--- config.mk ---
export PLATFORM = sky130hd
export DESIGN_NAME = skip_eval
export DESIGN_NICKNAME = d
export VERILOG_FILES = /design/src/rtl/skip_eval_pkg.sv /design/src/rtl/skip_decode.sv /design/src/rtl/skip_next_len.sv /design/src/rtl/skip_resolve.sv /design/src/rtl/skip_eval.sv
export SDC_FILE = /design/constraint.sdc
export NUM_CORES = 1
export LEC_CHECK = 0
export ABC_AREA = 1
export BUFFER_PORTS_ARGS = -buffer_cell sky130_fd_sc_hd__buf_2
export CAP_MARGIN = 40
export CORE_ASPECT_RATIO = 0.6
export CORE_MARGIN = 2
export CORE_UTILIZATION = 43
export DETAILED_ROUTE_END_ITERATION = 8
export HOLD_SLACK_MARGIN = 0.05
export PLACE_DENSITY = 0.92
export SLEW_MARGIN = 5
export SYNTH_ARGS = -nofsm -noshare
export SYNTH_HDL_FRONTEND = slang
export SYNTH_SLANG_ARGS = --single-unit
--- constraint.sdc ---
create_clock -name clk -period 2.2 [get_ports clk]
set_input_delay 0.44 -clock clk [delete_from_list [all_inputs] [get_ports clk]]
set_output_delay 0.44 -clock clk [all_outputs]
set_load 0.01 [all_outputs]
--- src/rtl/skip_eval_pkg.sv ---
package skip_eval_pkg;

    typedef enum logic [2:0] {
        SK_NONE,
        SK_EQ,
        SK_RBIT0,
        SK_RBIT1,
        SK_IOBIT0,
        SK_IOBIT1
    } skip_kind_e;

    typedef enum logic [1:0] {
        NW_ONE,
        NW_TWO,
        NW_BAD
    } next_len_e;

    typedef struct packed {
        skip_kind_e kind;
        logic [2:0] bsel;
        next_len_e  nlen;
    } pend_t;

    localparam logic [15:0] UNDECODABLE_WORD = 16'hFFFF;

    function automatic skip_kind_e decode_kind(input logic [15:0] w);
        skip_kind_e k;
        k = SK_NONE;
        if (w[15:10] == 6'b000100)      k = SK_EQ;
        else if (w[15:9] == 7'b1111110) k = SK_RBIT0;
        else if (w[15:9] == 7'b1111111) k = SK_RBIT1;
        else if (w[15:8] == 8'h99)      k = SK_IOBIT0;
        else if (w[15:8] == 8'h9B)      k = SK_IOBIT1;
        return k;
    endfunction

    function automatic next_len_e classify_next(input logic [15:0] w);
        next_len_e n;
        n = NW_ONE;
        if (w == UNDECODABLE_WORD)
            n = NW_BAD;
        else if ((w & 16'hFE0E) == 16'h940C || (w & 16'hFE0E) == 16'h940E)
            n = NW_TWO;
        else if ((w & 16'hFE0F) == 16'h9000 || (w & 16'hFE0F) == 16'h9200)
            n = NW_TWO;
        return n;
    endfunction

endpackage

--- src/rtl/skip_decode.sv ---
module skip_decode
    import skip_eval_pkg::*;
#(
    parameter int DADDR_W = 8,
    parameter int IO_BASE = 32
) (
    input  logic [15:0]        instr,
    output skip_kind_e         kind,
    output logic [2:0]         bsel,
    output logic               uses_b,
    output logic [DADDR_W-1:0] a_addr,
    output logic [DADDR_W-1:0] b_addr
);
    always_comb begin
        kind   = decode_kind(instr);
        bsel   = instr[2:0];
        uses_b = (kind == SK_EQ);
        b_addr = DADDR_W'({instr[9], instr[3:0]});
        if (kind == SK_IOBIT0 || kind == SK_IOBIT1)
            a_addr = DADDR_W'(instr[7:3]) + DADDR_W'(IO_BASE);
        else
            a_addr = DADDR_W'(instr[8:4]);
    end
endmodule

--- src/rtl/skip_next_len.sv ---
module skip_next_len
    import skip_eval_pkg::*;
(
    input  logic [15:0] word,
    output next_len_e   nlen
);
    always_comb nlen = classify_next(word);
endmodule

--- src/rtl/skip_resolve.sv ---
module skip_resolve
    import skip_eval_pkg::*;
#(
    parameter int DATA_W = 8
) (
    input  logic              clk,
    input  logic              rst,
    input  logic              pend_v,
    input  pend_t             pend,
    input  logic [DATA_W-1:0] a_data,
    input  logic [DATA_W-1:0] b_data,
    output logic              res_valid,
    output logic [1:0]        res_words,
    output logic              res_extra,
    output logic              res_invalid
);
    logic cond;

    always_comb begin
        case (pend.kind)
            SK_EQ:                cond = (a_data == b_data);
            SK_RBIT0, SK_IOBIT0:  cond = ~a_data[pend.bsel];
            SK_RBIT1, SK_IOBIT1:  cond = a_data[pend.bsel];
            default:              cond = 1'b0;
        endcase
    end

    always_ff @(posedge clk) begin
        if (rst) begin
            res_valid   <= 1'b0;
            res_words   <= 2'd0;
            res_extra   <= 1'b0;
            res_invalid <= 1'b0;
        end else begin
            res_valid   <= pend_v;
            res_words   <= 2'd0;
            res_extra   <= 1'b0;
            res_invalid <= 1'b0;
            if (pend_v && cond) begin
                if (pend.nlen == NW_BAD) begin
                    res_invalid <= 1'b1;
                end else begin
                    res_words <= (pend.nlen == NW_TWO) ? 2'd2 : 2'd1;
                    res_extra <= 1'b1;
                end
            end
        end
    end
endmodule

--- src/rtl/skip_eval.sv ---
module skip_eval
    import skip_eval_pkg::*;
#(
    parameter int DADDR_W = 8,
    parameter int DATA_W  = 8,
    parameter int IO_BASE = 32
) (
    input  logic               clk,
    input  logic               rst,
    input  logic               start,
    input  logic [15:0]        instr,
    input  logic [15:0]        next_word,
    output logic               rd_a_en,
    output logic [DADDR_W-1:0] rd_a_addr,
    output logic               rd_b_en,
    output logic [DADDR_W-1:0] rd_b_addr,
    input  logic [DATA_W-1:0]  rd_a_data,
    input  logic [DATA_W-1:0]  rd_b_data,
    output logic               res_valid,
    output logic [1:0]         res_words,
    output logic               res_extra,
    output logic               res_invalid
);
    skip_kind_e kind;
    logic [2:0] bsel;
    logic       uses_b;
    next_len_e  nlen;
    pend_t      pend_q;
    logic       pend_v_q;

    skip_decode #(.DADDR_W(DADDR_W), .IO_BASE(IO_BASE)) u_dec (
        .instr  (instr),
        .kind   (kind),
        .bsel   (bsel),
        .uses_b (uses_b),
        .a_addr (rd_a_addr),
        .b_addr (rd_b_addr)
    );

    skip_next_len u_len (
        .word (next_word),
        .nlen (nlen)
    );

    assign rd_a_en = start && (kind != SK_NONE);
    assign rd_b_en = start && uses_b;

    always_ff @(posedge clk) begin
        if (rst) begin
            pend_v_q <= 1'b0;
            pend_q   <= '{kind: SK_NONE, bsel: 3'd0, nlen: NW_ONE};
        end else begin
            pend_v_q <= rd_a_en;
            pend_q   <= '{kind: kind, bsel: bsel, nlen: nlen};
        end
    end

    skip_resolve #(.DATA_W(DATA_W)) u_res (
        .clk         (clk),
        .rst         (rst),
        .pend_v      (pend_v_q),
        .pend        (pend_q),
        .a_data      (rd_a_data),
        .b_data      (rd_b_data),
        .res_valid   (res_valid),
        .res_words   (res_words),
        .res_extra   (res_extra),
        .res_invalid (res_invalid)
    );
endmodule

==> reports/results.txt <==
Status -> finished clean
CTS H-tree lvls -> 1
Leak -> 0.816 nW
CP Capture Type -> output port
Ys Warns -> 0
Post-CTS Hold Fix Bufs -> 0
Fin. Hold Viols -> 0
Power Density -> 466 nW/um2
Critical Path Fanout Max -> 8
Gpl congestion -> 0.795
Hold path startpoint -> pend_v_q
Clock skew -> 0.00359 ns
Most used cell along the critical path -> nand2_2
Area grow syn2layout -> 36.8%
Post-synthesis sequential element count -> 14
Crit path required time -> 1.76 ns
Vias/cell -> 4.13
Synth Area in Compound Gates -> 4.20%
Total GRT Usage -> 15.4%
Sink Count -> 14
Inst Count DP -> 250
Share of layout cells above drive strength 1 -> 36.2%
Multiplexer share of the synthesized area -> 0%
Core footprint -> 2160 um2
Die area -> 2700 um2
Synth Area in Adders -> 0%
Largest area contributor in the synthesized netlist -> dfxtp_1
Post-route ant nets -> 0
Register area share after synthesis -> 28.5%
Hold depth -> 2
Root Buffer -> clkbuf_8
Final slew viol count -> 0
Synth Area in XOR/XNOR -> 4.46%
N_diodes -> 0
GRT Residual Overflow -> 0
Row count -> 13
Register clock-pin slew on the reported worst setup and hold paths -> 0.05 ns
R2R setup slack -> 1.01 ns
Period Utilization, post-route -> 83.2%
Initial Util -> 45.4%
Mapped Cells -> 159
DIE WIDTH -> 65.7 um
Crit path largest cell delay -> 0.19 ns
Combinational family with the most area after synthesis -> simple AND/OR/NAND/NOR gates
Final WL -> 2.03 mm
Via count -> 1,050
Final instance area -> 1340 um2
Syn avg cell area -> 6.18 um2
Hold WS -> 0.411 ns
Max-cap violations -> 0
Final Util -> 62.1%
Synth area leaders -> dfxtp_1 (29%), nand2_1 (16%), inv_1 (12%), buf_4 (7.6%), nor2_1 (6.5%)
Count of cell types in the netlist -> 21
Initial antenna violation count -> 0
Crit Reg-Reg Startpoint -> pend_q[5]
Largest net degree at the start of global routing -> 10
Post-cts gate resize count -> 0
Period minus WS final -> 1.83 ns
RR Endpoint -> u_res.res_words[0]
Global-route wire length before repair -> 3.09 mm
Hold Path Class -> flip-flop to flip-flop
I/O pins -> 74
Setup TNS Final -> 0 ns
Max Freq -> 0.546 GHz
Buffers on Ports -> 68
Final net count -> 276
Post-DP Area -> 1290 um2
Slowest-stage cell, CP -> nor3_2
Number of global-route vias before repair -> 832
Mapped Area -> 982 um2
HPWL after detailed placement -> 1.80 mm
Initial drt markers -> 34
Hold Crit Endpoint -> u_res.res_valid
Count of final setup violators -> 0
Drt pass-1 iters -> 4
Num CTS Buffers -> 3
Worst EP arrival -> 1.39 ns
Maximum VDD drop -> 0.258 mV
Post-synthesis simple-gate area fraction -> 41.4%
Die height -> 41.0 um
Fin cells -> 254
Worst Setup Start Kind -> input port
CTS tree -> yes
DRC errors left -> 0
CP cell instances -> buf_2, nor3_2, nand2_2, nand2_2, nand2_2, nand2_2, nand2_2, nor2_1, buf_2
Clk buf depth -> 2
Worst reg2reg path depth -> 8
Post-synth top area share -> 28.5%
Clk_lat worst skew -> 0.24 ns
Kind of critical path -> input port to output port
Wire per inst -> 7.98 um
RSZ-0062 raised after global routing -> no
Post-CTS setup buffers -> 0
area by class of cell:
type	instances	area, um2
timing repair buffer	68	340
multi-input combinational	106	510
tap	30	37.5
inverter	32	120
fill	219	820
clock buffer	4	55.1
sequential	14	280
power breakdown:
group | switching [mW] | total [mW] | internal (mW)
Sequential | 0.00261 | 0.260 | 0.258
Clock | 0.0806 | 0.239 | 0.158
Combinational | 0.0659 | 0.128 | 0.0621
Total | 0.149 | 0.627 | 0.478
worst max-delay path: cells and delay by family:
kind	cells	cell delay [ns]
buf+inv	2	0.25
simple gates	7	0.70
layer usage:
layer	vias up	share of wire [%]	track usage, %
met5	-	0	0
met1	400	48	18.8
met2	46	41	27.8
met3	4	9.9	3.30
met4	0	1.9	6.25
li1	600	-	-
per-stage QoR:
stage	power (mW)	worst slack, ns
after global placement	0.391	0.395
after CTS	0.631	0.362
after detailed placement	0.394	0.367
after floorplan	0.338	0.592
after global routing	0.665	0.234
final	0.627	0.370
worst max-delay path by stage:
stage / start / endpoint / slack [ns]
after floorplan: instr[15] / rd_b_en / 0.59
after global placement: instr[15] / rd_b_en / 0.39
after detailed placement: instr[10] / rd_b_en / 0.37
after CTS: instr[10] / rd_b_en / 0.36
after global routing: instr[15] / rd_b_en / 0.23
final: instr[10] / rd_b_en / 0.37
logic make-up (layout without fill, tap and decap cells):
kind of cell           after synthesis  in the layout
XOR/XNOR                             5              5
buffers and inverters               43            104
flip-flops                          14             14
AND/OR/NAND/NOR                     90             90
AO/OA/AOI/OAI                        6              6
other                                1              5
layout by cell type, fill, tap and decap left out, drive strengths merged:
cell type	Yosys	layout
nand2	48	48
o211a	1	1
xnor2	5	5
clkbuf	0	4
a21oi	1	1
dfxtp	14	14
nand3	11	11
nor4	2	2
buf	11	68
nor4b	1	1
or2	2	2
nand4	5	5
nor2	17	17
nor3	4	4
a21boi	1	1
conb	1	5
inv	32	32
o21ai	3	3
flip-flops by register name, indices dropped and copies added, names as in the netlist:
name               flops
pend_q                 8
pend_v_q               1
u_res.res_extra        1
u_res.res_invalid      1
u_res.res_valid        1
u_res.res_words        2
Yosys cell counts, drive strengths merged:
| library cell | n |
|---|---|
| nor4b | 1 |
| nor4 | 2 |
| o21ai | 3 |
| a21boi | 1 |
| inv | 32 |
| xnor2 | 5 |
| o211a | 1 |
| a21oi | 1 |
| nor2 | 17 |
| conb | 1 |
| nand4 | 5 |
| nand2 | 48 |
| or2 | 2 |
| nor3 | 4 |
| dfxtp | 14 |
| buf | 11 |
| nand3 | 11 |
(Power assumes the default switching activity.)
